--- config.mk ---
export PLATFORM = sky130hd
export DESIGN_NAME = pot_write_seq
export DESIGN_NICKNAME = d
export VERILOG_FILES = /design/src/rtl/pot_seq_pkg.sv /design/src/rtl/pot_tick_gen.sv /design/src/rtl/pot_frame_tx.sv /design/src/rtl/pot_write_seq.sv
export SDC_FILE = /design/constraint.sdc
export NUM_CORES = 1
export LEC_CHECK = 0
export BUFFER_PORTS_ARGS = -buffer_cell sky130_fd_sc_hd__buf_2
export CAP_MARGIN = 0
export CORE_MARGIN = 3
export CORE_UTILIZATION = 30
export DETAILED_ROUTE_END_ITERATION = 10
export PLACE_DENSITY_LB_ADDON = 0.1
export SKIP_LAST_GASP = 1
export SYNTH_ARGS = -nofsm -noshare
export SYNTH_HDL_FRONTEND = slang
export SYNTH_SLANG_ARGS = --single-unit
--- constraint.sdc ---
create_clock -name clk -period 2.8 [get_ports clk]
set_input_delay 0.56 -clock clk [delete_from_list [all_inputs] [get_ports clk]]
set_output_delay 0.56 -clock clk [all_outputs]
set_load 0.005 [all_outputs]
--- src/rtl/pot_seq_pkg.sv ---
package pot_seq_pkg;

    localparam int ADDR_W = 2;
    localparam int CODE_W = 8;
    localparam int WORD_W = ADDR_W + CODE_W;

    localparam logic [ADDR_W-1:0] CH1_ADDR = 2'd0;
    localparam logic [ADDR_W-1:0] CH2_ADDR = 2'd1;
    localparam logic [CODE_W-1:0] QUARTER_CODE = 8'h40;
    localparam logic [CODE_W-1:0] CH2_CODE = 8'd51;

    typedef enum logic [2:0] {
        TX_IDLE,
        TX_SETUP,
        TX_RISE,
        TX_HOLD,
        TX_GAP
    } tx_state_t;

    typedef enum logic [2:0] {
        SQ_Q_SEND,
        SQ_Q_WAIT,
        SQ_RST,
        SQ_C2_SEND,
        SQ_C2_WAIT,
        SQ_RAMP_SEND,
        SQ_RAMP_WAIT
    } seq_state_t;

endpackage

--- src/rtl/pot_tick_gen.sv ---
module pot_tick_gen #(
    parameter int DIV = 4
) (
    input  logic clk,
    input  logic rst_n,
    input  logic clr,
    output logic tick
);
    localparam int CW = (DIV > 1) ? $clog2(DIV) : 1;
    localparam logic [CW-1:0] LAST = CW'(DIV - 1);

    logic [CW-1:0] cnt;

    assign tick = !clr && (cnt == LAST);

    always_ff @(posedge clk) begin
        if (!rst_n || clr || tick) begin
            cnt <= '0;
        end else begin
            cnt <= cnt + 1'b1;
        end
    end

    generate
        if (DIV > 1) begin : g_spacing
            p_tick_spacing_r4: assert property (@(posedge clk) disable iff (!rst_n)
                tick |=> !tick);
        end
    endgenerate

endmodule

--- src/rtl/pot_frame_tx.sv ---
module pot_frame_tx
    import pot_seq_pkg::*;
#(
    parameter int DIV       = 4,
    parameter int GAP_TICKS = 2
) (
    input  logic              clk,
    input  logic              rst_n,
    input  logic              start,
    input  logic [WORD_W-1:0] word,
    output logic              sclk,
    output logic              sdi,
    output logic              cs_n,
    output logic              busy,
    output logic              done
);
    localparam int BW = $clog2(WORD_W);
    localparam int GW = $clog2(GAP_TICKS + 1);
    localparam logic [BW-1:0] LAST_BIT = BW'(WORD_W - 1);
    localparam logic [GW-1:0] LAST_GAP = GW'(GAP_TICKS - 1);

    tx_state_t         state, state_nx;
    logic [WORD_W-1:0] shreg;
    logic [BW-1:0]     bit_idx;
    logic [GW-1:0]     gap_cnt;
    logic              tick;

    pot_tick_gen #(.DIV(DIV)) u_tick (
        .clk  (clk),
        .rst_n(rst_n),
        .clr  (state == TX_IDLE),
        .tick (tick)
    );

    always_comb begin
        state_nx = state;
        unique case (state)
            TX_IDLE:  if (start) state_nx = TX_SETUP;
            TX_SETUP: if (tick) state_nx = TX_RISE;
            TX_RISE:  if (tick) state_nx = TX_HOLD;
            TX_HOLD:  if (tick) state_nx = (bit_idx == LAST_BIT) ? TX_GAP : TX_SETUP;
            TX_GAP:   if (tick && gap_cnt == LAST_GAP) state_nx = TX_IDLE;
            default:  state_nx = TX_IDLE;
        endcase
    end

    always_ff @(posedge clk) begin
        if (!rst_n) begin
            state   <= TX_IDLE;
            shreg   <= '0;
            bit_idx <= '0;
            gap_cnt <= '0;
        end else begin
            state <= state_nx;
            if (state == TX_IDLE && start) begin
                shreg   <= word;
                bit_idx <= '0;
                gap_cnt <= '0;
            end
            if (state == TX_HOLD && tick && bit_idx != LAST_BIT) begin
                shreg   <= {shreg[WORD_W-2:0], 1'b0};
                bit_idx <= bit_idx + 1'b1;
            end
            if (state == TX_GAP && tick) begin
                gap_cnt <= gap_cnt + 1'b1;
            end
        end
    end

    always_comb begin
        busy = (state == TX_SETUP) || (state == TX_RISE) || (state == TX_HOLD);
        cs_n = !busy;
        sclk = (state == TX_RISE);
        sdi  = busy && shreg[WORD_W-1];
        done = (state == TX_GAP) && tick && (gap_cnt == LAST_GAP);
    end

    p_sclk_in_frame_r11: assert property (@(posedge clk) disable iff (!rst_n)
        sclk |-> !cs_n);
    p_sdi_steady_high_r4: assert property (@(posedge clk) disable iff (!rst_n)
        (sclk && $past(sclk)) |-> $stable(sdi));
    p_ten_bits_r2: assert property (@(posedge clk) disable iff (!rst_n)
        $rose(cs_n) |-> ($past(bit_idx) == LAST_BIT));
    p_busy_tracks_cs_r10: assert property (@(posedge clk) disable iff (!rst_n)
        busy != cs_n);

endmodule

--- src/rtl/pot_write_seq.sv ---
module pot_write_seq
    import pot_seq_pkg::*;
#(
    parameter int DIV     = 4,
    parameter int RST_LEN = 4
) (
    input  logic clk,
    input  logic rst_n,
    output logic pot_sclk,
    output logic pot_sdi,
    output logic pot_cs_n,
    output logic dev_rst_n,
    output logic busy
);
    localparam int RW = $clog2(RST_LEN + 1) + 1;
    localparam logic [RW-1:0] RST_LAST = RW'(RST_LEN - 1);

    seq_state_t        state, state_nx;
    logic [CODE_W-1:0] ramp;
    logic [RW-1:0]     rcnt;
    logic              tx_start;
    logic [WORD_W-1:0] tx_word;
    logic              tx_done;

    pot_frame_tx #(.DIV(DIV), .GAP_TICKS(2)) u_tx (
        .clk  (clk),
        .rst_n(rst_n),
        .start(tx_start),
        .word (tx_word),
        .sclk (pot_sclk),
        .sdi  (pot_sdi),
        .cs_n (pot_cs_n),
        .busy (busy),
        .done (tx_done)
    );

    always_comb begin
        state_nx = state;
        unique case (state)
            SQ_Q_SEND:    state_nx = SQ_Q_WAIT;
            SQ_Q_WAIT:    if (tx_done) state_nx = SQ_RST;
            SQ_RST:       if (rcnt == RST_LAST) state_nx = SQ_C2_SEND;
            SQ_C2_SEND:   state_nx = SQ_C2_WAIT;
            SQ_C2_WAIT:   if (tx_done) state_nx = SQ_RAMP_SEND;
            SQ_RAMP_SEND: state_nx = SQ_RAMP_WAIT;
            SQ_RAMP_WAIT: if (tx_done) state_nx = SQ_RAMP_SEND;
            default:      state_nx = SQ_Q_SEND;
        endcase
    end

    always_ff @(posedge clk) begin
        if (!rst_n) begin
            state <= SQ_Q_SEND;
            ramp  <= '0;
            rcnt  <= '0;
        end else begin
            state <= state_nx;
            rcnt  <= (state == SQ_RST) ? rcnt + 1'b1 : '0;
            if (state == SQ_RAMP_WAIT && tx_done) begin
                ramp <= ramp + 1'b1;
            end
        end
    end

    always_comb begin
        tx_start  = 1'b0;
        tx_word   = '0;
        dev_rst_n = 1'b1;
        unique case (state)
            SQ_Q_SEND: begin
                tx_start = 1'b1;
                tx_word  = {CH1_ADDR, QUARTER_CODE};
            end
            SQ_C2_SEND: begin
                tx_start = 1'b1;
                tx_word  = {CH2_ADDR, CH2_CODE};
            end
            SQ_RAMP_SEND: begin
                tx_start = 1'b1;
                tx_word  = {CH1_ADDR, ramp};
            end
            SQ_RST:  dev_rst_n = 1'b0;
            default: ;
        endcase
    end

    logic [RW-1:0] low_run;
    always_ff @(posedge clk) begin
        if (!rst_n || dev_rst_n) low_run <= '0;
        else                     low_run <= low_run + 1'b1;
    end

    p_rst_len_r6: assert property (@(posedge clk) disable iff (!rst_n)
        $rose(dev_rst_n) |-> (low_run == RW'(RST_LEN)));
    p_rst_bus_quiet_r6: assert property (@(posedge clk) disable iff (!rst_n)
        !dev_rst_n |-> pot_cs_n);
    p_ramp_step_r8: assert property (@(posedge clk) disable iff (!rst_n)
        (state == SQ_RAMP_WAIT && tx_done) |=> (ramp == CODE_W'($past(ramp) + 1'b1)));
    p_start_when_idle_r2: assert property (@(posedge clk) disable iff (!rst_n)
        tx_start |-> pot_cs_n);

endmodule

==> run_results.csv, run 1 <==
group,metric,value,unit
route,wire_per_inst,13.6,um
logic_synthesis,synth_most_common_cell,"dfxtp_1",
setup_path,critPathLaunchType,"flop",
clock_tree,cts_resized,0,
cells_and_area,drive_gt1_share,10.8,%
setup_path,cp_slowest_cell,"dfxtp_1",
clock_tree,cts_tree,"yes",
floorplan,ios,7,
logic_synthesis,synth_area,0.00187,mm2
setup_path,slowest_delay,0.58,ns
route,wirelength,3.89,mm
logic_synthesis,synth-compound-area-share,14.4,%
logic_synthesis,yosysSeqAreaShare,38.6,%
route,routed_via_density,4.98,
setup_path,end_kind,"output pin",
route,drtPass1Iterations,4,
route,vias,1429,
cells_and_area,antenna_cells,0,
logic_synthesis,synthTopCellsByArea,"dfxtp_1 (39%), nand3_1 (4.6%), ha_1 (4.0%)",
min_path,hold_start,"u_tx.u_tick.cnt[0]",
floorplan,core_area,0.00596,mm2
run,drv_cap,0,
logic_synthesis,ys_types,48,
floorplan,initial_core_util,31.3,%
sta,fmax,0.466,GHz
setup_path,worstPathRequired,2.24,ns
sta,finClkSkew,0.00417,ns
logic_synthesis,syn_area_per_cell,8.84,um2
clock_tree,ctsHoldBuffers,0,
setup_path,reg2reg_to,"u_tx.shreg[5]",
route,highest_layer,"met4",
global_route,grt_pass1_wl,6.93,mm
setup_path,r2r_start,"u_tx.state[0]",
clock_tree,htree_levels,2,
setup_path,crit_type,"reg2out",
placement,dp.cells,279,
clock_tree,path_clk_slew,0.08,ns
placement,pre_cts_ws,0.871,ns
route,met3_length,138,um
clock_tree,clkSinkCount,36,
logic_synthesis,synth_top_family_by_area,"simple AND/OR/NAND/NOR gates",
setup_path,ff2ff_path_depth,4,
clock_tree,cts_setup_buffers,0,
cells_and_area,area_growth_syn_to_layout,7.58,%
logic_synthesis,synth_top_area_share,38.6,%
sta,rsz0062_at_grt,"no",
route,dr_wl_met2,1.62,mm
min_path,holdPathEnd,"u_tx.u_tick.cnt[0]",
floorplan,die_area,0.00720,mm2
power_and_ir_drop,p_per_area,562,mW/mm2
setup_path,cp_top_family,"simple AND/OR/NAND/NOR gates",
logic_synthesis,synth_warnings,0,
logic_synthesis,ys.flop_type,"dfxtp_1",
sta,finalHoldViolations,0,
route,remaining_drc_errors,0,
sta,layout_setup_ws,0.654,ns
min_path,holdPathStages,1,
logic_synthesis,syn-num-nets,219,
cells_and_area,fin_cells,287,
setup_path,worstPathMaxFanout,14,
logic_synthesis,synthCells,211,
logic_synthesis,synth_commonest_cells,"dfxtp_1 (36), nand3_1 (17), nand2_1 (15)",
setup_path,rrSetupSlack,0.87,ns
floorplan,std_cell_rows,28,
clock_tree,cts_buffer_depth,2,
logic_synthesis,synthArstFlopShare,0,%
global_route,grt_pass1_vias,1372,
setup_path,path_common_cell,"nor2_1",
power_and_ir_drop,peakVddDrop,0.000220,V
placement,hpwlAfterDp,2.65,mm
route,drt-met1-wl,2.05,mm
route,drtIter0Drc,92,
run_status,status,"finished, final reports clean",
clock_tree,cts-buffers-inserted,5,
sta,fin_crit_sh,76.7,%
floorplan,die_h,84.9,um
sta,fin_crit,2.15,ns
setup_path,crit_buf_inv,1,
setup_path,arrival,1.59,ns
min_path,hold_path_class,"reg2reg",
sta,drv_slew,0,
global_route,grt_max_degree,33,
setup_path,path_cells,"nor2_1, nor2_1, and2_1, buf_2",
global_route,antenna_found_initial,0,
logic_synthesis,ys_ff_latch,36,
logic_synthesis,synthXorXnorAreaFrac,5.16,%
sta,tns,0,ns
sta,relSlewSlack,61.5,%
cells_and_area,layout.nets,219,
global_route,grt.total_usage,12.2,%
sta,setup_viol,0,
floorplan,die_w,84.9,um
clock_tree,clk_latency,0.29,ns
logic_synthesis,synth_mux_area_share,1.68,%
placement,io_buffers,6,
logic_synthesis,synth_top_cell_by_area,"dfxtp_1",
clock_tree,clock-root-buffer,"clkbuf_8",
global_route,grt_overflow,0,
logic_synthesis,synth_fa_ha_area_share,4.02,%
power_and_ir_drop,p_leak,0.824,nW
route,final_antenna_net_count,0,
placement,gp_congestion,0.735,
logic_synthesis,synthSimpleGateAreaFrac,30.0,%
sta,tightest_slew,0.577,ns
logic_synthesis,synth_edf_count,0,
setup_path,setup.worst_path.start,"u_tx.state[0]",
## cells by family after synthesis
logic type / Yosys count
AOI/OAI and AO/OA: 38
DFF: 36
muxes: 3
xor gates and xnor gates: 11
buffers and inverters: 22
and+or+nand+nor: 95
adders and majority gates: 6
## flip-flops by register name, summed over array words and instances, names as in the netlist
name,cells
ramp,8
rcnt,4
state,3
u_tx.bit_idx,4
u_tx.gap_cnt,2
u_tx.shreg,10
u_tx.state,3
u_tx.u_tick.cnt,2
## final cells by class
cell class              instances  area [um2]
well taps                      75        93.8
multi-input cells             153        1030
clock buffers                   6        82.6
clock inverters                 2        10.0
repair buffers                  7        37.5
inverters                       8        30.0
fillers                       622        3950
flip-flops and latches         36         721
## per-stage QoR
step	hold WS (ns)	utilization (%)	total power, W	area [um2]
2_1_floorplan	0.407	-	0.000709	1870
3_3_place_gp	0.417	32.1	0.000753	1910
3_5_place_dp	0.432	32.1	0.000753	1910
4_1_cts	0.443	33.7	0.00115	2010
5_1_grt	0.472	33.7	0.00119	2010
6_report	0.439	33.7	0.00113	2010
## cell usage in the layout (no fill, tap or decap), drive strengths merged, types with 2 or more instances in the layout
cell     n
a21oi    7
and2     9
nor2b    7
dfxtp   36
nand2   15
ha       6
inv      8
clkinv   2
nor4     3
and3     8
nand4    6
o211a    2
xnor2    6
o21ai    7
a211o    2
nand3   17
nor4b    2
a22o     2
or3      3
mux2i    2
xor2     5
nor3     4
buf      7
clkbuf   6
nor2    12
a31oi    3
a221o    4
a21boi   4
## layer usage
layer  track usage, %  vias to the layer above
met1             18.1                      651
met4             6.04                        0
met2             16.4                       18
met5                0                        -
met3             3.01                        7
li1                 -                      753
## worst max path at each step
stage,slack (ns),to,cells after the start
2_1_floorplan,1.18,u_tx.shreg[1],7
3_3_place_gp,0.92,ramp[7],5
3_5_place_dp,0.87,ramp[7],5
4_1_cts,0.61,pot_sdi,4
5_1_grt,0.50,pot_sdi,4
6_report,0.65,pot_sdi,4
## power by group
group,total (W),switching (W),internal (W)
Combinational,0.000167,0.0000966,0.0000707
Clock,0.000389,0.000193,0.000196
Sequential,0.000571,0.0000407,0.000531
Note: power is estimated with default switching activity, not from simulation.
==> run 2, diff against run 1 <==
==> constraint.sdc (replaced) <==
create_clock -name clk -period 1.95 [get_ports clk]
set_input_delay 0.39 -clock clk [delete_from_list [all_inputs] [get_ports clk]]
set_output_delay 0.39 -clock clk [all_outputs]
set_load 0.005 [all_outputs]
==> run 2 against run 1 <==
Critical path depth decreased by 1; largest cell class unchanged; via count increased by 0.56%; clock power increased by 41%; sequential share of layout area decreased by 0.67 points; hold slack improved by 0.013 ns; global-route usage increased by 0.11 points; register-to-register slack got worse by 0.61 ns; die area unchanged; first-iteration DRC count decreased by 33%.
==> run_results.csv, run 2 (same netlist as run 1, synthesis figures left out) <==
group,metric,value,unit
global_route,grt_pass1_wl,7.07,mm
floorplan,die_area,0.00720,mm2
route,wire_per_inst,13.5,um
route,wirelength,3.97,mm
clock_tree,cts-buffers-inserted,5,
floorplan,initial_core_util,31.3,%
setup_path,reg2reg_to,"u_tx.shreg[5]",
placement,io_buffers,6,
setup_path,worstPathMaxFanout,13,
clock_tree,clk_latency,0.28,ns
power_and_ir_drop,p_int,0.00116,W
setup_path,critPathLaunchType,"flop",
route,routed_via_density,4.90,
cells_and_area,top_register,"u_tx.shreg",
setup_path,crit_buf_inv,1,
cells_and_area,area_growth_syn_to_layout,9.99,%
setup_path,rrSetupSlack,0.26,ns
cells_and_area,fillers,627,
clock_tree,path_clk_slew,0.07,ns
sta,drv_slew,0,
cells_and_area,largestRegisters,"u_tx.shreg: 10 flops, ramp: 8 flops",
power_and_ir_drop,p_sw,0.000459,W
run_status,status,"finished, final reports clean",
power_and_ir_drop,peakVddDrop,0.000294,V
sta,tns,0,ns
cells_and_area,antenna_cells,0,
route,vias,1437,
setup_path,cp_top_family,"flip-flops",
setup_path,cp.depth,3,
placement,gp_congestion,0.744,
clock_tree,clkSinkCount,36,
global_route,grt_overflow,0,
clock_tree,cts_buffer_depth,2,
clock_tree,clock-root-buffer,"clkbuf_8",
global_route,grt_max_degree,19,
setup_path,arrival,1.33,ns
power_and_ir_drop,clock_power_share,33.8,%
sta,fin_crit,1.72,ns
setup_path,worstPathRequired,1.56,ns
placement,hpwlAfterDp,2.87,mm
setup_path,crit_end,"dev_rst_n",
sta,hold_slack,0.452,ns
route,drtPass1Iterations,4,
route,final_antenna_net_count,0,
floorplan,die_w,84.9,um
cells_and_area,layout_common_cells,"dfxtp_1 (34), nand3_1 (17), nand2_1 (15)",
clock_tree,cts_tree,"yes",
clock_tree,cts_setup_buffers,0,
route,remaining_drc_errors,0,
global_route,grt_pass1_vias,1436,
power_and_ir_drop,p_leak,0.849,nW
power_and_ir_drop,comb_power_share,16.0,%
run,drv_cap,0,
sta,tightest_slew,0.395,ns
floorplan,die_h,84.9,um
setup_path,ff2ff_path_depth,5,
placement,pre_cts_ws,0.247,ns
floorplan,core_area,0.00596,mm2
global_route,grt.total_usage,12.4,%
setup_path,setup.worst_path.start,"state[0]",
sta,rsz0062_at_grt,"no",
route,drtIter0Drc,62,
sta,finalHoldViolations,0,
sta,layout_setup_ws,0.232,ns
setup_path,path_cells,"and2b_1, nand2_1, buf_2",
cells_and_area,drive_gt1_share,13.3,%
setup_path,slowest_delay,0.56,ns
setup_path,crit_type,"reg2out",
sta,fin_crit_sh,88.1,%
sta,finClkSkew,0.00625,ns
global_route,antenna_found_initial,0,
min_path,hold_path_class,"reg2reg",
min_path,holdPathStages,1,
sta,setup_viol,0,
cells_and_area,largest_register_ffs,10,
power_and_ir_drop,p_per_area,790,mW/mm2
setup_path,cp_slowest_cell,"dfxtp_1",
clock_tree,htree_levels,2,
setup_path,end_kind,"output pin",
power_and_ir_drop,seqPwrFrac,50.2,%
sta,fmax,0.582,GHz
cells_and_area,final_common_cell,"dfxtp_1",
floorplan,std_cell_rows,28,
power_and_ir_drop,switching_share,28.3,%
sta,relSlewSlack,73.6,%
setup_path,r2r_start,"u_tx.bit_idx[0]",
cells_and_area,layout.nets,225,
floorplan,ios,7,
## run 2: changes by cell type in the layout (fill, tap and decap cells not counted), sizes merged
cell / previous run / this run
clkinv: 2 / 0
clkbuf: 6 / 8
buf: 7 / 13
## run 2: cell type report
class,count,area [um2],area share [%]
multi-input combinational,153,1030,50.3
timing repair buffer,13,82.6,4.02
tap,75,93.8,4.57
inverter,8,30.0,1.46
sequential,36,723,35.2
clock buffer,8,90.1,4.39
## run 2: power by group through the flow
stage / sequential (W) / combinational [W] / clock [W]
after floorplan: 0.000794 / 0.000223 / 0
after global placement: 0.000829 / 0.000267 / 0
after detailed placement: 0.000829 / 0.000264 / 0
after CTS: 0.000811 / 0.000265 / 0.000577
after global routing: 0.000825 / 0.000295 / 0.000610
final: 0.000814 / 0.000260 / 0.000548
## run 2: through the flow
| stage | std cells | utilization [%] | total power [W] | cell area (um2) |
|---|---|---|---|---|
| 6_report | 293 | 34.5 | 0.00162 | 2050 |
| 2_1_floorplan | 211 | - | 0.00102 | 1870 |
| 3_5_place_dp | 285 | 32.9 | 0.00109 | 1960 |
| 3_3_place_gp | 285 | 32.9 | 0.00110 | 1960 |
| 4_1_cts | 293 | 34.4 | 0.00165 | 2050 |
| 5_1_grt | 293 | 34.5 | 0.00173 | 2050 |
## run 2: how the worst min path moves through the flow
stage | from | to
2_1_floorplan | u_tx.u_tick.cnt[0] | u_tx.u_tick.cnt[0]
3_3_place_gp | u_tx.u_tick.cnt[0] | u_tx.u_tick.cnt[0]
3_5_place_dp | u_tx.u_tick.cnt[0] | u_tx.u_tick.cnt[0]
4_1_cts | u_tx.u_tick.cnt[0] | u_tx.u_tick.cnt[0]
5_1_grt | rcnt[0] | rcnt[0]
6_report | rcnt[0] | rcnt[0]
## run 2: repair_timing
item | in CTS | in global routing
gates resized for setup | 0 | 2
endpoints found under the setup margin | 0 | 3
endpoints found under the hold margin | 0 | 0
hold buffers | 0 | 0
## run 2: worst reg2reg max path: stages, from the launching register on
cell      delay [ns]
dfxtp_1         0.38
ha_1            0.17
nand3b_1        0.16
and3_4          0.24
and2_1          0.24
a221o_1         0.37
## run 2: routing by layer
metal  routed length [um]  up-vias  GRT usage [%]  part of all wire [%]
met5                    0        -              0                     0
met2                 1670       18           17.8                    42
met4                   55        0           5.04                   1.4
met3                  127        7           3.20                   3.2
li1                     -      763              -                     -
met1                 2120      649           17.5                    53
